==> src/rtl/mhf_pkg.sv <==
package mhf_pkg;

   // Reflected CRC-32 constants used by the hash.
   localparam logic [31:0] CRC_POLY_REFL = 32'hEDB8_8320;
   localparam logic [31:0] CRC_PRESET    = 32'hFFFF_FFFF;

   // Destination address geometry.
   localparam int unsigned DA_BYTES = 6;
   localparam int unsigned DA_BITS  = DA_BYTES * 8;

   // State of the byte-stream collector.
   typedef enum logic [0:0] {
      RX_CLOSED = 1'b0,
      RX_OPEN   = 1'b1
   } rx_state_e;

endpackage

==> src/rtl/mhf_crc_byte.sv <==
// One byte of the reflected CRC-32, taken least significant bit first.
module mhf_crc_byte
   import mhf_pkg::*;
(
   input  logic [31:0] crc_in,
   input  logic [7:0]  data_in,
   output logic [31:0] crc_out
);

   logic [31:0] acc;

   always_comb begin
      acc = crc_in;
      for (int b = 0; b < 8; b++) begin
         if (acc[0] ^ data_in[b]) begin
            acc = (acc >> 1) ^ CRC_POLY_REFL;
         end else begin
            acc = acc >> 1;
         end
      end
      crc_out = acc;
   end

endmodule

==> src/rtl/mhf_cfg_regs.sv <==
// Write-only configuration: hash table words, station address and control bit.
module mhf_cfg_regs #(
   parameter  int unsigned TABLE_REGS = 8,
   parameter  int unsigned REG_W      = 32,
   parameter  int unsigned REG_AW     = 4,
   localparam int unsigned TBL_BITS   = TABLE_REGS * REG_W
)(
   input  logic                clk,
   input  logic                rst_n,
   input  logic                wr_en,
   input  logic [REG_AW-1:0]   wr_addr,
   input  logic [REG_W-1:0]    wr_data,
   output logic [TBL_BITS-1:0] table_o,
   output logic [47:0]         station_o,
   output logic                promisc_o
);

   localparam logic [REG_AW-1:0] STN_A_ADDR = REG_AW'(TABLE_REGS);
   localparam logic [REG_AW-1:0] STN_B_ADDR = REG_AW'(TABLE_REGS + 1);
   localparam logic [REG_AW-1:0] CTRL_ADDR  = REG_AW'(TABLE_REGS + 2);

   if (REG_W != 32) begin : g_bad_reg_w
      $error("mhf_cfg_regs: REG_W must be 32");
   end
   if ((1 << REG_AW) < TABLE_REGS + 3) begin : g_bad_aw
      $error("mhf_cfg_regs: REG_AW too narrow for the register map");
   end

   // Hash table words, one generate block per register.
   for (genvar k = 0; k < TABLE_REGS; k++) begin : g_tbl
      logic [REG_W-1:0] word_q;
      always_ff @(posedge clk or negedge rst_n) begin
         if (!rst_n) begin
            word_q <= '0;
         end else if (wr_en && wr_addr == REG_AW'(k)) begin
            word_q <= wr_data;
         end
      end
      assign table_o[k*REG_W +: REG_W] = word_q;
   end

   logic [31:0] stn_a_q;   // bytes 5..2
   logic [15:0] stn_b_q;   // bytes 1..0
   logic        prm_q;

   always_ff @(posedge clk or negedge rst_n) begin
      if (!rst_n) begin
         stn_a_q <= '0;
         stn_b_q <= '0;
         prm_q   <= 1'b0;
      end else if (wr_en) begin
         if (wr_addr == STN_A_ADDR) stn_a_q <= wr_data[31:0];
         if (wr_addr == STN_B_ADDR) stn_b_q <= wr_data[31:16];
         if (wr_addr == CTRL_ADDR)  prm_q   <= wr_data[0];
      end
   end

   // Reassemble into arrival order: byte 0 in bits 47:40.
   assign station_o = {stn_b_q[7:0], stn_b_q[15:8],
                       stn_a_q[7:0], stn_a_q[15:8], stn_a_q[23:16], stn_a_q[31:24]};
   assign promisc_o = prm_q;

   // a control write sets the promiscuous bit seen on the next cycle.
   a_r6_ctrl_write: assert property (@(posedge clk) disable iff (!rst_n)
      (wr_en && wr_addr == CTRL_ADDR) |=> (promisc_o == $past(wr_data[0])));

   // writes above the control address leave all state untouched.
   a_r12_unmapped_write: assert property (@(posedge clk) disable iff (!rst_n)
      (wr_en && wr_addr > CTRL_ADDR) |=>
         ($stable(table_o) && $stable(station_o) && $stable(promisc_o)));

endmodule

==> src/rtl/mhf_lookup.sv <==
// Index extraction, table bit selection and the accept decision.
module mhf_lookup
   import mhf_pkg::*;
#(
   parameter  int unsigned TABLE_REGS = 8,
   parameter  int unsigned REG_W      = 32,
   localparam int unsigned TBL_BITS   = TABLE_REGS * REG_W,
   localparam int unsigned IDX_W      = $clog2(TBL_BITS),
   localparam int unsigned BIT_W      = $clog2(REG_W)
)(
   input  logic [IDX_W-1:0]    crc_lo,
   input  logic [DA_BITS-1:0]  da,
   input  logic [TBL_BITS-1:0] table_bits,
   input  logic [47:0]         station,
   input  logic                promisc,
   output logic [IDX_W-1:0]    index_o,
   output logic                group_o,
   output logic                accept_o
);

   if (TABLE_REGS < 2 || (TBL_BITS & (TBL_BITS - 1)) != 0) begin : g_bad_size
      $error("mhf_lookup: table must be a power of two with at least two words");
   end
   if (IDX_W > 32) begin : g_bad_idx
      $error("mhf_lookup: index wider than the CRC");
   end

   // Top bits of the bit-reversed CRC are the low CRC bits in reverse order.
   for (genvar i = 0; i < IDX_W; i++) begin : g_rev
      assign index_o[IDX_W-1-i] = crc_lo[i];
   end

   // Upper index bits select the word; the low field counts from the word's MSB.
   logic [IDX_W-1:0] tbl_pos;
   logic             hit;

   assign tbl_pos  = {index_o[IDX_W-1:BIT_W], ~index_o[BIT_W-1:0]};
   assign hit      = table_bits[tbl_pos];
   assign group_o  = da[DA_BITS-8];
   assign accept_o = promisc | (group_o ? hit : (da == station));

endmodule

==> src/rtl/mhf_filter.sv <==
module mhf_filter
   import mhf_pkg::*;
#(
   parameter  int unsigned TABLE_REGS = 8,
   parameter  int unsigned REG_W      = 32,
   parameter  int unsigned REG_AW     = 4,
   localparam int unsigned IDX_W      = $clog2(TABLE_REGS * REG_W)
)(
   input  logic               clk,
   input  logic               rst_n,
   input  logic               cfg_wr_en,
   input  logic [REG_AW-1:0]  cfg_wr_addr,
   input  logic [REG_W-1:0]   cfg_wr_data,
   input  logic               byte_valid,
   input  logic               byte_first,
   input  logic [7:0]         byte_data,
   input  logic               word_valid,
   input  logic [47:0]        word_da,
   output logic               dec_valid,
   output logic               dec_accept,
   output logic               dec_group,
   output logic [IDX_W-1:0]   dec_index
);

   localparam int unsigned TBL_BITS = TABLE_REGS * REG_W;
   localparam int unsigned CNT_W    = $clog2(DA_BYTES + 1);
   localparam logic [CNT_W-1:0] LAST_CNT = CNT_W'(DA_BYTES - 1);

   // ---------------- configuration ----------------
   logic [TBL_BITS-1:0] tbl_live;
   logic [47:0]         stn_live;
   logic                prm_live;

   mhf_cfg_regs #(
      .TABLE_REGS (TABLE_REGS),
      .REG_W      (REG_W),
      .REG_AW     (REG_AW)
   ) u_cfg (
      .clk       (clk),
      .rst_n     (rst_n),
      .wr_en     (cfg_wr_en),
      .wr_addr   (cfg_wr_addr),
      .wr_data   (cfg_wr_data),
      .table_o   (tbl_live),
      .station_o (stn_live),
      .promisc_o (prm_live)
   );

   // ---------------- byte-stream collector ----------------
   rx_state_e            st_q;
   logic [CNT_W-1:0]     cnt_q;
   logic [31:0]          crc_q;
   logic [DA_BITS-9:0]   da_q;
   logic [TBL_BITS-1:0]  tbl_snap;
   logic [47:0]          stn_snap;
   logic                 prm_snap;

   logic                 byte_take, b_start, b_cont, b_done;
   logic [31:0]          crc_seed, crc_b_next;
   logic [DA_BITS-1:0]   da_b_next;

   assign byte_take = byte_valid && !word_valid;
   assign b_start   = byte_take && byte_first;
   assign b_cont    = byte_take && !byte_first && (st_q == RX_OPEN);
   assign b_done    = b_cont && (cnt_q == LAST_CNT);
   assign crc_seed  = b_start ? CRC_PRESET : crc_q;
   assign da_b_next = {da_q, byte_data};

   mhf_crc_byte u_crc_stream (
      .crc_in  (crc_seed),
      .data_in (byte_data),
      .crc_out (crc_b_next)
   );

   always_ff @(posedge clk or negedge rst_n) begin
      if (!rst_n) begin
         st_q  <= RX_CLOSED;
         cnt_q <= '0;
         crc_q <= CRC_PRESET;
         da_q  <= '0;
      end else if (word_valid) begin
         st_q  <= RX_CLOSED;
         cnt_q <= '0;
      end else if (b_start) begin
         st_q  <= RX_OPEN;
         cnt_q <= CNT_W'(1);
         crc_q <= crc_b_next;
         da_q  <= da_b_next[DA_BITS-9:0];
      end else if (b_cont) begin
         cnt_q <= cnt_q + CNT_W'(1);
         crc_q <= crc_b_next;
         da_q  <= da_b_next[DA_BITS-9:0];
         if (b_done) st_q <= RX_CLOSED;
      end
   end

   // Configuration frozen for the frame that opens on this edge.
   always_ff @(posedge clk or negedge rst_n) begin
      if (!rst_n) begin
         tbl_snap <= '0;
         stn_snap <= '0;
         prm_snap <= 1'b0;
      end else if (b_start) begin
         tbl_snap <= tbl_live;
         stn_snap <= stn_live;
         prm_snap <= prm_live;
      end
   end

   // ---------------- whole-word CRC chain ----------------
   logic [31:0] wchain [DA_BYTES+1];
   assign wchain[0] = CRC_PRESET;

   for (genvar g = 0; g < DA_BYTES; g++) begin : g_wcrc
      mhf_crc_byte u_step (
         .crc_in  (wchain[g]),
         .data_in (word_da[DA_BITS-1-8*g -: 8]),
         .crc_out (wchain[g+1])
      );
   end

   logic unused_crc_hi;
   assign unused_crc_hi = ^{wchain[DA_BYTES][31:IDX_W], crc_b_next[31:IDX_W]};

   // ---------------- shared lookup ----------------
   logic [IDX_W-1:0]    lk_crc;
   logic [DA_BITS-1:0]  lk_da;
   logic [TBL_BITS-1:0] lk_tbl;
   logic [47:0]         lk_stn;
   logic                lk_prm;
   logic [IDX_W-1:0]    lk_index;
   logic                lk_group, lk_accept;

   assign lk_crc = word_valid ? wchain[DA_BYTES][IDX_W-1:0] : crc_b_next[IDX_W-1:0];
   assign lk_da  = word_valid ? word_da  : da_b_next;
   assign lk_tbl = word_valid ? tbl_live : tbl_snap;
   assign lk_stn = word_valid ? stn_live : stn_snap;
   assign lk_prm = word_valid ? prm_live : prm_snap;

   mhf_lookup #(
      .TABLE_REGS (TABLE_REGS),
      .REG_W      (REG_W)
   ) u_lookup (
      .crc_lo     (lk_crc),
      .da         (lk_da),
      .table_bits (lk_tbl),
      .station    (lk_stn),
      .promisc    (lk_prm),
      .index_o    (lk_index),
      .group_o    (lk_group),
      .accept_o   (lk_accept)
   );

   // ---------------- decision register ----------------
   always_ff @(posedge clk or negedge rst_n) begin
      if (!rst_n) begin
         dec_valid  <= 1'b0;
         dec_accept <= 1'b0;
         dec_group  <= 1'b0;
         dec_index  <= '0;
      end else begin
         dec_valid <= word_valid || b_done;
         if (word_valid || b_done) begin
            dec_accept <= lk_accept;
            dec_group  <= lk_group;
            dec_index  <= lk_index;
         end
      end
   end

   // a word is always answered on the next cycle.
   a_r8_word_turnaround: assert property (@(posedge clk) disable iff (!rst_n)
      word_valid |=> dec_valid);

   // a decision only follows a word or a continuation byte.
   a_r7_decision_source: assert property (@(posedge clk) disable iff (!rst_n)
      dec_valid |-> ($past(word_valid) || $past(byte_valid && !byte_first)));

   // promiscuous mode accepts a word regardless of table or station.
   a_r6_promisc_word: assert property (@(posedge clk) disable iff (!rst_n)
      (word_valid && prm_live) |=> dec_accept);

   // group flag follows bit 0 of the first address byte.
   a_r4_group_word: assert property (@(posedge clk) disable iff (!rst_n)
      word_valid |=> (dec_group == $past(word_da[40])));

   // unmarked bytes with no open frame never produce a decision.
   a_r9_closed_ignored: assert property (@(posedge clk) disable iff (!rst_n)
      (byte_valid && !byte_first && !word_valid && st_q == RX_CLOSED) |=> !dec_valid);

   // the byte counter never passes the address length.
   a_r9_count_bound: assert property (@(posedge clk) disable iff (!rst_n)
      cnt_q <= CNT_W'(DA_BYTES));

   // a word in the same cycle as a byte closes the byte frame.
   a_r11_word_wins: assert property (@(posedge clk) disable iff (!rst_n)
      (word_valid && byte_valid) |=> (st_q == RX_CLOSED));

endmodule

==> config.mk <==
export PLATFORM = sky130hd
export DESIGN_NAME = mhf_filter
export DESIGN_NICKNAME = d
export VERILOG_FILES = /design/src/rtl/mhf_pkg.sv /design/src/rtl/mhf_crc_byte.sv /design/src/rtl/mhf_cfg_regs.sv /design/src/rtl/mhf_lookup.sv /design/src/rtl/mhf_filter.sv
export SDC_FILE = /design/constraint.sdc
export NUM_CORES = 2
export LEC_CHECK = 0
export BUFFER_PORTS_ARGS = -buffer_cell sky130_fd_sc_hd__buf_2
export CAP_MARGIN = 5
export CORE_AREA = 2 2 250 252
export CTS_BUF_LIST = sky130_fd_sc_hd__clkbuf_16
export CTS_CLUSTER_DIAMETER = 120
export DETAILED_ROUTE_END_ITERATION = 10
export DIE_AREA = 0 0 252 254
export GPL_TIMING_DRIVEN = 1
export PLACE_DENSITY = 0.79
export SYNTH_ARGS = -nofsm -noshare
export SYNTH_HDL_FRONTEND = slang
export SYNTH_SLANG_ARGS = --single-unit
==> constraint.sdc <==
create_clock -name clk -period 5.5 [get_ports clk]
set_clock_uncertainty 0.05 [all_clocks]
set_input_delay 0 -clock clk [delete_from_list [all_inputs] [get_ports clk]]
set_output_delay 0 -clock clk [all_outputs]
set_load 0.05 [all_outputs]
==> reports/qor.json <==
{
  "clock-sinks": 697,
  "run_status": "finished clean",
  "grt_start_max_net_pins": 170,
  "syn-cell-area_um2": 38250,
  "final-instance-count-excl-fill": 4918,
  "grtUsageMet1_pct": 51.19,
  "hold_class": "in -> async",
  "path_clk_slew_ps": 60,
  "antenna_violations_before_repair": 4,
  "initial_core_util_pct": 62.44,
  "detail_route.first_pass.iterations": 6,
  "num-nets-final": 4169,
  "post-route-period-util_pct": 98.23,
  "synth_nets": 4053,
  "setup.worst_path.end_class": "flop",
  "synthCells": 3953,
  "maxSlewViolCount": 0,
  "final-setup-viol-count": 0,
  "netlist.area_leader.share_pct": 43.51,
  "finished_layout_cell_area_um2": 43310,
  "worst-setup-path-type": "in -> reg",
  "worstPathRequired_ps": 5920,
  "post_detailed_placement_half_perimeter_wirelength_um": 75780,
  "most_frequent_standard_cell_in_the_layout_excluding_fill_and_tap_cells": "sky130_fd_sc_hd__nand2_1",
  "critical_path_peak_fanout": 20,
  "cts_tree": "yes",
  "clk-insertion-delay-late_ps": 640,
  "fin_util_pct": 70.71,
  "detail_route.iter0.violations": 4163,
  "worst_slew_pin_slew_ps": 1187,
  "dieArea_um2": 64010,
  "synth.area.top_cells": "sky130_fd_sc_hd__dfrtp_1 44%, sky130_fd_sc_hd__nand2_1 15%, sky130_fd_sc_hd__mux2_2 9.5%",
  "slew_headroom_pct": 20.83,
  "grt_first_pass_wirelength_um": 183300,
  "ctsLongestPathBuffers": 3,
  "max_freq_mhz": 185.1,
  "synth.lib_cells_used.distinct": 70,
  "groute.usage.overall_pct": 37.60,
  "drt_drc_violations_left": 0,
  "fp-row-count": 91,
  "timing_hold_violations_final": 0,
  "yosys_warnings": 0,
  "final_layout_size_suffix_gt1_share_pct": 19.14,
  "post-place-cells": 4721,
  "synth.largest_area_cell": "sky130_fd_sc_hd__dfrtp_1",
  "synth_seq_area_share_pct": 45.70,
  "postRouteWirelength_um": 119700,
  "die_h_um": 254,
  "vias": 31330,
  "top_usage_layer": "met2",
  "groute.layer.met2.usage_pct": 58.68,
  "syn2layout_area_growth_pct": 13.24,
  "number_of_routed_nets_with_antenna_violations": 0,
  "total_of_flip_flops_plus_latches_after_synthesis": 697,
  "design.portCount": 109,
  "cts.root.buffer_cell": "sky130_fd_sc_hd__clkbuf_16",
  "placed_area_um2": 40260,
  "fin_crit_ps": 5403,
  "setup_total_negative_slack_ps": 0,
  "maxCapViolations": 0,
  "grt_pass1_vias": 30470,
  "grt_use_met3_pct": 7.764,
  "detail_route.wl_per_cell_um": 24.35,
  "nature_of_the_critical_path_startpoint": "input pin",
  "synth.avg_cell_area_um2": 9.676,
  "worst_r2r_startpoint": "crc_q[3]",
  "setup.worst_path.start": "word_da[40]",
  "overflow": 0,
  "global_placement_routability_congestion": 0.9993,
  "avgViaCountPerCell": 6.371,
  "synthArstFlopShare_pct": 100.0,
  "crit_arrival_ps": 5830,
  "synth_enable_flop_cells": 0,
  "synthFlopType": "sky130_fd_sc_hd__dfrtp_1",
  "floorplan.die.width_um": 252,
  "io_buffers": 108,
  "htree_levels": 3,
  "cts_buffers": 75,
  "core-area_um2": 61260,
  "layout.cells.most_common_list": "1488 x sky130_fd_sc_hd__nand2_1, 665 x sky130_fd_sc_hd__dfrtp_1, 324 x sky130_fd_sc_hd__mux2_2"
}
sequential cells by signal, summed over array words and instances, names as in the netlist, 3 cells and up:
| name | flops |
|---|---|
| stn_snap | 48 |
| da_q | 40 |
| u_cfg.stn_b_q | 16 |
| crc_q | 32 |
| dec_index | 8 |
| u_cfg.g_tbl.word_q | 256 |
| u_cfg.stn_a_q | 32 |
| tbl_snap | 256 |
| cnt_q | 3 |
cells by family (layout without fill, tap and decap cells):
| logic type | Yosys count | count (layout) | share of synthesized area (%) |
|---|---|---|---|
| xor+xnor | 414 | 414 | 12.35 |
| buf+inv | 289 | 463 | 3.052 |
| mux | 482 | 482 | 14.21 |
| compound gates | 381 | 381 | 7.288 |
| fa+ha+maj | 2 | 2 | 0.06541 |
| other cells | 0 | 1 | 0 |
| simple gates | 1688 | 1688 | 17.33 |
| flops | 697 | 697 | 45.70 |
through the flow:
| stage | hold WS [ps] | worst slack [ps] |
|---|---|---|
| floorplan | -345.6 | 441.0 |
| global placement | 5.525 | -47.97 |
| detailed placement | 6.694 | -26.60 |
| CTS | 46.48 | 37.46 |
| global route | 55.81 | -60.05 |
| finish | 56.06 | 97.30 |
worst max-delay path: stages:
cell and delay (ps):
sky130_fd_sc_hd__dlygate4sd3_1 550, sky130_fd_sc_hd__buf_2 190, sky130_fd_sc_hd__xnor2_4 210, sky130_fd_sc_hd__xor3_2 400, sky130_fd_sc_hd__xor3_2 420, sky130_fd_sc_hd__xnor3_1 450, sky130_fd_sc_hd__xnor3_1 450, sky130_fd_sc_hd__xnor3_1 440
sky130_fd_sc_hd__xnor3_1 260, sky130_fd_sc_hd__xnor2_1 540, sky130_fd_sc_hd__mux2i_4 160, sky130_fd_sc_hd__buf_4 290, sky130_fd_sc_hd__nand2_1 240, sky130_fd_sc_hd__buf_4 230, sky130_fd_sc_hd__o22ai_1 110, sky130_fd_sc_hd__a221oi_1 350
sky130_fd_sc_hd__buf_4 210, sky130_fd_sc_hd__o22ai_1 80, sky130_fd_sc_hd__o2111ai_1 110, sky130_fd_sc_hd__o211ai_1 120
what timing repair did:
action | 4_1_cts | 5_1_grt
setup endpoints to repair | 0 | 1
buffers inserted | 0 | 4
hold buffers | 56 | 0
gates resized for setup | 0 | 10
hold endpoints to repair | 440 | 0
worst paths after layout:
| kind | to | slack [ps] | cells after the start |
|---|---|---|---|
| worst max-delay path | dec_accept | 100 | 20 |
| worst min-delay path | crc_q[0] | 60 | 2 |
| worst max register to register | dec_accept | 770 | 14 |
| worst min register to register | crc_q[4] | 410 | 2 |
| max in group asynchronous | u_cfg.g_tbl[2].word_q[17] | 4340 | 3 |
| min in group clk | da_q[3] | 170 | 4 |
cell usage after synthesis (all sizes together), types with 12 or more instances:
cell	instances
a221oi	38
mux2	327
nand2	1489
xor3	12
dfrtp	665
mux4	16
a21oi	68
xnor2	251
o211ai	28
buf	88
nor4	14
nand4	20
mux2i	139
o21ai	57
nor2	66
nand3	45
xor2	94
dfstp	32
o2111ai	41
clkbuf	191
xnor3	57
a32oi	71
metal layers:
metal,up-vias,part of all wire [%]
met5,-,0.011
met4,2,4.9
met3,372,10
met2,1819,45
met1,15570,39
li1,13570,-
area by class of cell:
class | instances | area [µm²]
Multi-Input combinational cell | 2967 | 19800
Inverter | 10 | 42.54
Clock inverter | 59 | 456.7
Tap cell | 790 | 988.4
Fill cell | 4431 | 17940
Sequential cell | 697 | 17480
Timing Repair Buffer | 318 | 2641
Antenna cell | 1 | 2.502
Clock buffer | 76 | 1902
Power is not shown: default switching activity piles up to over one toggle a cycle in this logic, so the estimate is an artifact.
